**config.mk**
```make
export PLATFORM = sky130hd
export DESIGN_NAME = i2cs_slave_tx
export DESIGN_NICKNAME = d
export VERILOG_FILES = /design/src/rtl/i2cs_pkg.sv /design/src/rtl/i2cs_rst_sync.sv /design/src/rtl/i2cs_line_mon.sv /design/src/rtl/i2cs_tx_buf.sv /design/src/rtl/i2cs_engine.sv /design/src/rtl/i2cs_slave_tx.sv
export SDC_FILE = /design/constraint.sdc
export NUM_CORES = 1
export LEC_CHECK = 0
export CAP_MARGIN = 15
export CELL_PAD_IN_SITES_DETAIL_PLACEMENT = 0
export CELL_PAD_IN_SITES_GLOBAL_PLACEMENT = 1
export CORE_MARGIN = 1
export CORE_UTILIZATION = 25
export CTS_BUF_LIST = sky130_fd_sc_hd__clkbuf_16
export DETAILED_ROUTE_END_ITERATION = 10
export GPL_ROUTABILITY_DRIVEN = 0
export HOLD_SLACK_MARGIN = 0.02
export PLACE_DENSITY_LB_ADDON = 0.1
export REMOVE_ABC_BUFFERS = 1
export SYNTH_ARGS = -nofsm -noshare
export SYNTH_HDL_FRONTEND = slang
export SYNTH_SLANG_ARGS = --single-unit
```
**constraint.sdc**
```tcl
create_clock -name clk -period 1.3 [get_ports clk]
set_input_delay 0.325 -clock clk [delete_from_list [all_inputs] [get_ports clk]]
set_output_delay 0.325 -clock clk [all_outputs]
set_load 0.01 [all_outputs]
```
**src/rtl/i2cs_pkg.sv**
```systemverilog
package i2cs_pkg;

  typedef enum logic [3:0] {
    ST_IDLE,
    ST_ADDR,
    ST_AMATCH,
    ST_AACK,
    ST_HOLD,
    ST_TXBIT,
    ST_TXACK,
    ST_DONE,
    ST_WAIT
  } i2cs_state_e;

endpackage

```
**src/rtl/i2cs_rst_sync.sv**
```systemverilog
module i2cs_rst_sync #(
  parameter int STAGES = 2
) (
  input  logic clk,
  input  logic rst_n,
  output logic rst_sync_n
);

  logic [STAGES-1:0] chain_q;

  always_ff @(posedge clk or negedge rst_n) begin
    if (!rst_n) begin
      chain_q <= '0;
    end else begin
      chain_q <= {chain_q[STAGES-2:0], 1'b1};
    end
  end

  assign rst_sync_n = chain_q[STAGES-1];

endmodule

```
**src/rtl/i2cs_line_mon.sv**
```systemverilog
module i2cs_line_mon (
  input  logic clk,
  input  logic rst_n,
  input  logic scl_in,
  input  logic sda_in,
  output logic scl_rise,
  output logic scl_fall,
  output logic start_det,
  output logic stop_det
);

  logic scl_q;
  logic sda_q;

  always_ff @(posedge clk or negedge rst_n) begin
    if (!rst_n) begin
      scl_q <= 1'b1;
      sda_q <= 1'b1;
    end else begin
      scl_q <= scl_in;
      sda_q <= sda_in;
    end
  end

  assign scl_rise  = scl_in & ~scl_q;
  assign scl_fall  = ~scl_in & scl_q;
  // SDA edges only count as conditions while SCL stays high across both samples
  assign start_det = scl_in & scl_q & sda_q & ~sda_in;
  assign stop_det  = scl_in & scl_q & ~sda_q & sda_in;

endmodule

```
**src/rtl/i2cs_tx_buf.sv**
```systemverilog
module i2cs_tx_buf #(
  parameter int DATA_W = 8
) (
  input  logic              clk,
  input  logic              rst_n,
  input  logic              txd_wr,
  input  logic [DATA_W-1:0] txd,
  input  logic              set_tx,
  input  logic              load_pulse,
  input  logic              set_tend,
  input  logic              xmit_clr,
  input  logic              xend_clr,
  input  logic              xempty_clr,
  output logic [DATA_W-1:0] tdr,
  output logic              xmit,
  output logic              xempty,
  output logic              xend
);

  logic [DATA_W-1:0] tdr_d;
  logic              xmit_d;
  logic              xempty_d;
  logic              xend_d;

  always_comb begin
    tdr_d    = tdr;
    xmit_d   = xmit;
    xempty_d = xempty;
    xend_d   = xend;

    if (xmit_clr) xmit_d = 1'b0;
    if (set_tx)   xmit_d = 1'b1;

    if (xend_clr) xend_d = 1'b0;
    if (set_tend) xend_d = 1'b1;

    // lowest to highest priority: host clear, shifter take-up, host write
    if (xempty_clr)            xempty_d = 1'b0;
    if (set_tx || load_pulse)  xempty_d = 1'b1;
    if (txd_wr) begin
      xempty_d = 1'b0;
      tdr_d    = txd;
    end
  end

  always_ff @(posedge clk or negedge rst_n) begin
    if (!rst_n) begin
      tdr    <= '0;
      xmit   <= 1'b0;
      xempty <= 1'b0;
      xend   <= 1'b0;
    end else begin
      if (txd_wr) tdr <= tdr_d;
      xmit   <= xmit_d;
      xempty <= xempty_d;
      xend   <= xend_d;
    end
  end

endmodule

```
**src/rtl/i2cs_engine.sv**
```systemverilog
module i2cs_engine
  import i2cs_pkg::*;
#(
  parameter int DATA_W = 8
) (
  input  logic              clk,
  input  logic              rst_n,
  input  logic              mod_en,
  input  logic [DATA_W-2:0] slv_addr,
  input  logic              ack_val,
  input  logic              scl_rise,
  input  logic              scl_fall,
  input  logic              start_det,
  input  logic              stop_det,
  input  logic              sda_in,
  input  logic              xempty,
  input  logic              xmit,
  input  logic [DATA_W-1:0] tdr,
  input  logic              rxd_rd,
  output logic              set_tx,
  output logic              load_pulse,
  output logic              set_tend,
  output logic              scl_drive,
  output logic              sda_drive,
  output logic [DATA_W-1:0] rxd
);

  localparam int CNT_W = $clog2(DATA_W + 1);
  localparam logic [CNT_W-1:0] LAST_ADDR_BIT = CNT_W'(DATA_W - 1);
  localparam logic [CNT_W-1:0] FULL_BYTE     = CNT_W'(DATA_W);

  i2cs_state_e       st_q, st_d;
  logic [CNT_W-1:0]  cnt_q, cnt_d;
  logic [DATA_W-1:0] sh_q, sh_d;
  logic [DATA_W-1:0] rxd_q, rxd_d;
  logic              rw_q, rw_d;
  logic              mack_q, mack_d;
  logic              sdad_q, sdad_d;
  logic              scld_q, scld_d;
  logic [DATA_W-1:0] frame;
  logic              sh_en;

  assign frame = {sh_q[DATA_W-2:0], sda_in};

  always_comb begin
    st_d       = st_q;
    cnt_d      = cnt_q;
    sh_d       = sh_q;
    rxd_d      = rxd_q;
    rw_d       = rw_q;
    mack_d     = mack_q;
    sdad_d     = sdad_q;
    scld_d     = scld_q;
    set_tx     = 1'b0;
    load_pulse = 1'b0;
    set_tend   = 1'b0;

    if (!mod_en || stop_det) begin
      st_d   = ST_IDLE;
      sdad_d = 1'b0;
      scld_d = 1'b0;
    end else if (start_det) begin
      st_d   = ST_ADDR;
      cnt_d  = '0;
      sdad_d = 1'b0;
      scld_d = 1'b0;
    end else begin
      unique case (st_q)
        ST_ADDR: begin
          if (scl_rise) begin
            sh_d  = frame;
            cnt_d = cnt_q + CNT_W'(1);
            if (cnt_q == LAST_ADDR_BIT) begin
              if (frame[DATA_W-1:1] == slv_addr) begin
                rw_d  = frame[0];
                rxd_d = frame;
                st_d  = ST_AMATCH;
              end else begin
                st_d = ST_WAIT;
              end
            end
          end
        end
        ST_AMATCH: begin
          if (scl_fall) begin
            sdad_d = ~ack_val;
            st_d   = ST_AACK;
          end
        end
        ST_AACK: begin
          if (scl_rise && rw_q) set_tx = 1'b1;
          if (scl_fall) begin
            sdad_d = 1'b0;
            st_d   = (rw_q && !ack_val) ? ST_HOLD : ST_WAIT;
          end
        end
        ST_HOLD: begin
          if (!xempty) begin
            load_pulse = 1'b1;
            sh_d       = tdr;
            sdad_d     = ~tdr[DATA_W-1];
            scld_d     = 1'b0;
            cnt_d      = '0;
            st_d       = ST_TXBIT;
          end else begin
            scld_d = 1'b1;
          end
        end
        ST_TXBIT: begin
          if (scl_rise) cnt_d = cnt_q + CNT_W'(1);
          if (scl_fall) begin
            if (cnt_q == FULL_BYTE) begin
              sdad_d = 1'b0;
              st_d   = ST_TXACK;
            end else begin
              sh_d   = {sh_q[DATA_W-2:0], 1'b0};
              sdad_d = ~sh_q[DATA_W-2];
            end
          end
        end
        ST_TXACK: begin
          if (scl_rise) mack_d = ~sda_in;
          if (scl_fall) begin
            if (xempty) begin
              set_tend = 1'b1;
              scld_d   = 1'b1;
              st_d     = ST_DONE;
            end else if (!mack_q) begin
              st_d = ST_WAIT;
            end else begin
              st_d = ST_HOLD;
            end
          end
        end
        ST_DONE: begin
          scld_d = 1'b1;
          if (rxd_rd && !xmit) begin
            scld_d = 1'b0;
            st_d   = ST_WAIT;
          end
        end
        default: begin
          sdad_d = 1'b0;
          scld_d = 1'b0;
        end
      endcase
    end
  end

  assign sh_en = (sh_d != sh_q);

  always_ff @(posedge clk or negedge rst_n) begin
    if (!rst_n) begin
      st_q   <= ST_IDLE;
      cnt_q  <= '0;
      sh_q   <= '0;
      rxd_q  <= '0;
      rw_q   <= 1'b0;
      mack_q <= 1'b0;
      sdad_q <= 1'b0;
      scld_q <= 1'b0;
    end else begin
      st_q   <= st_d;
      cnt_q  <= cnt_d;
      if (sh_en) sh_q <= sh_d;
      rxd_q  <= rxd_d;
      rw_q   <= rw_d;
      mack_q <= mack_d;
      sdad_q <= sdad_d;
      scld_q <= scld_d;
    end
  end

  assign scl_drive = scld_q;
  assign sda_drive = sdad_q;
  assign rxd       = rxd_q;

endmodule

```
**src/rtl/i2cs_slave_tx.sv**
```systemverilog
module i2cs_slave_tx #(
  parameter int DATA_W     = 8,
  parameter int RST_STAGES = 2
) (
  input  logic              clk,
  input  logic              rst_n,
  input  logic              mod_en,
  input  logic [DATA_W-2:0] slv_addr,
  input  logic              ack_val,
  input  logic              txd_wr,
  input  logic [DATA_W-1:0] txd,
  input  logic              xmit_clr,
  input  logic              xend_clr,
  input  logic              xempty_clr,
  input  logic              rxd_rd,
  input  logic              scl_in,
  output logic              scl_drive,
  output logic              scl_out,
  input  logic              sda_in,
  output logic              sda_drive,
  output logic              sda_out,
  output logic              xmit,
  output logic              xempty,
  output logic              xend,
  output logic [DATA_W-1:0] rxd
);

  logic              rst_core_n;
  logic              scl_rise;
  logic              scl_fall;
  logic              start_det;
  logic              stop_det;
  logic              set_tx;
  logic              load_pulse;
  logic              set_tend;
  logic [DATA_W-1:0] tdr;

  i2cs_rst_sync #(.STAGES(RST_STAGES)) u_rst (
    .clk        (clk),
    .rst_n      (rst_n),
    .rst_sync_n (rst_core_n)
  );

  i2cs_line_mon u_mon (
    .clk       (clk),
    .rst_n     (rst_core_n),
    .scl_in    (scl_in),
    .sda_in    (sda_in),
    .scl_rise  (scl_rise),
    .scl_fall  (scl_fall),
    .start_det (start_det),
    .stop_det  (stop_det)
  );

  i2cs_tx_buf #(.DATA_W(DATA_W)) u_buf (
    .clk        (clk),
    .rst_n      (rst_core_n),
    .txd_wr     (txd_wr),
    .txd        (txd),
    .set_tx     (set_tx),
    .load_pulse (load_pulse),
    .set_tend   (set_tend),
    .xmit_clr   (xmit_clr),
    .xend_clr   (xend_clr),
    .xempty_clr (xempty_clr),
    .tdr        (tdr),
    .xmit       (xmit),
    .xempty     (xempty),
    .xend       (xend)
  );

  i2cs_engine #(.DATA_W(DATA_W)) u_eng (
    .clk        (clk),
    .rst_n      (rst_core_n),
    .mod_en     (mod_en),
    .slv_addr   (slv_addr),
    .ack_val    (ack_val),
    .scl_rise   (scl_rise),
    .scl_fall   (scl_fall),
    .start_det  (start_det),
    .stop_det   (stop_det),
    .sda_in     (sda_in),
    .xempty     (xempty),
    .xmit       (xmit),
    .tdr        (tdr),
    .rxd_rd     (rxd_rd),
    .set_tx     (set_tx),
    .load_pulse (load_pulse),
    .set_tend   (set_tend),
    .scl_drive  (scl_drive),
    .sda_drive  (sda_drive),
    .rxd        (rxd)
  );

  assign scl_out = 1'b0;
  assign sda_out = 1'b0;

endmodule

```
---- Word-level counts from Yosys, hierarchy flattened ----
Index checks and enable logic that the tools add are counted.
storage, ports and cells
  input bits .............................. 26
  output and inout port bits .............. 15
  flip-flop bits (word level) ............. 43
operators by class
  mux-type cells .......................... 61
  equality and inequality tests ........... 25
  add/subtract/negate cells ............... 1
  bitwise logic cells ..................... 16
  reduce and logical (&&, ||, !) cells .... 22
operators with widths
  kind                   number
  $mux W4                18
  $mux W8                6
  $mux W1                32
  $pmux W4 S7            1
  $ne A4 B3 Y1 const B   6
  $pmux W8 S3            1
  $eq A4 B3 Y1 const B   5
  $ne A4 B2 Y1 const B   4
  $reduce_and A10 Y1     1
  $ne A3 B1 Y1 const B   3
  $not A1 Y1             9
  $reduce_bool A9 Y1     1
  $eq A4 B2 Y1 const B   2
  $ne A8 B8 Y1           1
  $pmux W4 S2            1
  $reduce_and A4 Y1      2
  $and A1 B1 Y1          7
  $eq A7 B7 Y1           1
  $reduce_and A6 Y1      1
  $reduce_bool A3 Y1     2
  $pmux W1 S5            1
  $reduce_and A5 Y1      1
  $add A4 B1 Y4 const B  1
  $eq A4 B1 Y1 const B   1
  11 further kinds       17

---- Logic depth before layout (Yosys ltp) ----
  word-level depth ........................ 10
  depth in mapped cells ................... 7

---- Modules after synthesis ----
Synthesis repeated with hierarchy kept, for this count alone.
unflattened totals
  cell total of the unflattened synthesis .. 264
  area total of the unflattened synthesis .. 2497.4 um2
modules (own cells, without submodules)
  module         cells an instance  instances  sequential area each (um2)  area an instance (um2)
  i2cs_engine    225                1          650.6                       1895.6
  i2cs_tx_buf    27                 1          275.3                       444.2
  i2cs_line_mon  6                  1          52.6                        85.1
  i2cs_rst_sync  3                  1          50.0                        53.8
  i2cs_slave_tx  3                  1          0.0                         18.8

---- Least setup slack after synthesis ----
OpenSTA, ideal clock, no wires.
  path kind ............................... register -> register
  from .................................... register u_eng.st_q[3]
  to ...................................... register u_eng.rxd_q[0] (netlist: u_eng.rxd[0])
  data required time ...................... 1175 ps
  data arrival time ....................... 1836 ps
  path buffers ............................ 2
  path slack .............................. -661 ps
  stages on the path, launching flop included .. 8
  cell sequence ........................... dfrtp_1 -> buf_2 -> nor3b_2 -> or3b_1 -> nor3_1 -> and2_1 -> buf_4 -> mux2_2
on the way
  longest elaborated chain between the ends .. 2
ends and longest elaborated chain
  item                         line                source
  from (decl)                  i2cs_engine.sv:32   i2cs_state_e st_q, st_d;
  from (signal assigned)       i2cs_engine.sv:163  st_q <= st_d;
  $eq A4 B1 Y1                 i2cs_engine.sv:68   unique case (st_q)
  $reduce_and A6 Y1 (no line)  n/a
  to (signal assigned)         i2cs_engine.sv:166  rxd_q <= rxd_d;
  to (decl)                    i2cs_engine.sv:35   logic [DATA_W-1:0] rxd_q, rxd_d;
Every way passes these cells.
A chain may end at the register's enable or synchronous reset.

---- Final worst setup path ----
  from .................................... register u_eng.st_q[1]
  to ...................................... register u_eng.rxd_q[7] (netlist: u_eng.rxd[7])
Same word-level chain as after synthesis.

==> key figures <==
Timing
  • Fin Clk Skew: 5.27 ps
  • Fin. Hold Viols: 0
  • RSZ-0062 raised after global routing: yes
  • Slew Limit Fails: 0
  • Final period util: 147%
  • Final min period: 1910 ps
  • Setup violations, final: 30
  • Final setup margin: -610 ps
  • FMAX: 524 MHz
  • Worst hold slack: 204 ps
  • Fin Setup TNS: -13300 ps

Global route
  • Total Routing Usage GR: 14.9%
  • First-pass GRT wire length: approximately 11000 um
  • Largest net degree at the start of global routing: 24
  • Vias in the first global route: between 2000 and 2500
  • Initial antenna violation count: 0
  • Gr ovfl total: 0

Floorplanning
  • Die width: 97.9 um
  • Die footprint: 9580 um^2
  • Starting Density: between 20% and 30%
  • Total I/O pin count: 41
  • Core Area: about 8800 um^2
  • Chip Height: ~98 um
  • FP Rows: 34

Placement
  • DP Cell Count: 422
  • DP HPWL: roughly 5100 um
  • Setup slack at placement: -1040 ps
  • Port Buffers: 38

Setup path
  • Worst R2R End: u_eng.rxd[7]
  • WP data required: 1460 ps
  • R2r worst-path depth: 5
  • Crit Path Category: reg -> reg
  • Crit end category: flip-flop
  • Data arrival, critical path: 2070 ps
  • Critical path startpoint category: flip-flop
  • Crit path max fanout: 8
  • R2r setup slk: -610 ps
  • Worst R2R Start: u_eng.st_q[1]

Clock tree
  • Root buf cell: clkbuf_16
  • Total CTS buffers: 5
  • Reg clk slew, reported paths: 60 ps
  • Clk sinks: 41
  • Clk buf depth: 2
  • CTS tree: built
  • H-tree depth: 2
  • Clock Latency Late Sink: around 280 ps

Yosys
  • #FFs+latches synth: 41
  • Ys async rst share: 100%
  • Mapped Cells: 225
  • Post-Syn Area: 2300 um^2
  • Share of the yosys chip area belonging to registers: roughly 45%
  • Synth Warn #: 0
  • Syn Area/Cell: 10.2 um^2
  • Ys flop type: dfrtp_1
  • Number of synthesized flops with an enable pin: 0
  • Unique masters post-synth: between 50 and 60

Drt
  • First-pass DRT Iterations: 7
  • Wirelength, routed: 6850 um
  • Vias per inst: 4.75
  • Post-DR wirelength/cell: 15.5 um
  • Iter 0 DRT Violations: 85
  • Via count: 2104
  • DR DRC count: 2
  • Remaining antenna violation count: 0

Layout
  • Share of cells above drive strength 1: 39.7%
  • Post-Layout Cell Count: 443
  • Fillers: 871
  • Diodes inserted: 0
  • Post-layout nets: roughly 360
  • Area growth syn-to-layout: 58.1%

Hold path
  • HP Class: in -> async

Status
  • Violated checks: DRC, setup timing
  • Status: finished with violations

Flow run
  • Max cap viols: 0

Pwr
  • Leakage dissipation: 1.66 nW
  • Pwr dens: roughly 810 nW/um^2
  • Worst vdd ir: 0.533 mV
  • Total Power: approximately 2.9 mW
[what timing repair did]
action / in CTS / in global routing
resized for setup: 59 / 13
gates cloned: 0 / 0
pin swaps: 23 / 9
hold buffers: 0 / 0
hold endpoints to repair: 0 / 0
endpoints found under the setup margin: 42 / 33
buffers inserted: 9 / 6
[synth_stat cells, types with 2 or more instances]
master	instances	share of area, %
nor2b_1	3	0.82
nand3_1	5	1.1
buf_2	3	0.65
nand4_1	2	0.54
o22ai_1	2	0.54
nor4_1	4	1.1
conb_1	2	0.33
a221o_1	7	3.0
nand4b_1	2	0.76
nor2_1	9	1.5
xnor2_1	4	1.5
nand2b_1	10	2.7
and3b_1	2	0.76
a21o_1	3	0.98
xor2_1	3	1.1
mux2_1	3	1.5
o2bb2ai_1	2	0.76
ha_1	2	1.1
buf_4	4	1.3
a21oi_1	10	2.2
o21ai_0	8	1.7
mux2_2	15	7.3
dfrtp_1	39	42
nand3b_1	4	1.3
or3_1	2	0.54
o31ai_1	2	0.65
inv_1	9	1.5
nor3_1	6	1.3
o211ai_1	4	1.3
dfstp_2	2	2.3
nand2_1	14	2.3
and2_1	8	2.2
a31oi_1	2	0.54
nor3b_1	2	0.65
clkbuf_1	7	1.1
[cells in the final DEF, fill, tap and decap left out, drive strengths merged, types with 6 or more instances in the layout]
master / synthesis / routed
nor2: 9 / 9
mux2: 18 / 18
nor3: 6 / 6
and2: 8 / 8
dfrtp: 39 / 39
inv: 9 / 9
nand2b: 10 / 10
buf: 7 / 80
clkdlybuf4s50: 0 / 16
dlygate4sd2: 0 / 17
a21oi: 11 / 11
a221o: 7 / 7
nand2: 14 / 14
o21ai: 9 / 9
[cells by family after synthesis]
| family | after synthesis | synth area share, % |
|---|---|---|
| AND/OR/NAND/NOR | 80 | 20.8 |
| AO/OA/AOI/OAI | 50 | 15.8 |
| flip-flops | 41 | 44.7 |
| buffers and inverters | 23 | 4.57 |
| multiplexers | 19 | 9.25 |
| XOR/XNOR | 8 | 3.38 |
| adder cells (fa/ha/maj) | 2 | 1.09 |
| other | 2 | 0.327 |
[registers in the layout, indices dropped and copies added, names as in the netlist, 2 cells and up]
name / count
u_rst.chain_q: 2
u_eng.cnt_q: 4
u_eng.st_q: 4
u_eng.rxd: 8
u_buf.tdr: 8
u_eng.sh_q: 7
[layer usage]
metal | part of all wire (%) | GRT usage, % | vias up
li1 | - | - | 1039
met1 | 49 | 20.3 | 1029
met2 | 47 | 23.9 | 30
met3 | 2.9 | 2.72 | 6
met4 | 1.6 | 4.43 | 0
met5 | 0 | 0 | -
[how the worst max path moves through the flow]
stage,to,from,cells past startpoint,slack [ps]
2_1_floorplan,u_eng.rxd[0],u_eng.st_q[0],5,-890
3_3_place_gp,u_eng.rxd[4],slv_addr[0],8,-1020
3_5_place_dp,u_eng.rxd[3],slv_addr[0],8,-1040
4_1_cts,u_eng.rxd[7],u_eng.st_q[3],5,-620
5_1_grt,u_eng.rxd[7],u_eng.st_q[1],5,-660
6_report,u_eng.rxd[7],u_eng.st_q[1],5,-610
[report_power, final]
part,switching [mW],leakage [nW],total (mW),internal (mW)
sequential,0.0337,0.538,1.36,1.33
clock,0.488,0.0633,1.18,0.694
combinational,0.161,1.06,0.388,0.227
total,0.683,1.66,2.93,2.25
[final cells by class]
| class | instances | area (um^2) | area share (%) |
|---|---|---|---|
| Inverter | 9 | 33.8 | 0.930 |
| Clock buffer | 5 | 125 | 3.44 |
| Tap cell | 108 | 135 | 3.72 |
| Multi-Input combinational cell | 162 | 1330 | 36.6 |
| Sequential cell | 41 | 1030 | 28.4 |
| Clock inverter | 2 | 11.3 | 0.310 |
| Timing Repair Buffer | 116 | 968 | 26.7 |
[critical path, cell delays in order, from the launching register on]
cell and delay, ps:
dfrtp_1 410, nor3b_4 270, or3b_4 420, nor3_2 100, and2_4 260, mux2_4 320
[through the flow]
stage / utilization [%] / area [um^2]
4_1_cts: 40.3 / 3550
2_1_floorplan: - / 2230
3_3_place_gp: 36.9 / 3250
6_report: 41.3 / 3630
5_1_grt: 41.3 / 3630
3_5_place_dp: 36.9 / 3250
Power figures use the tool's default switching activity.
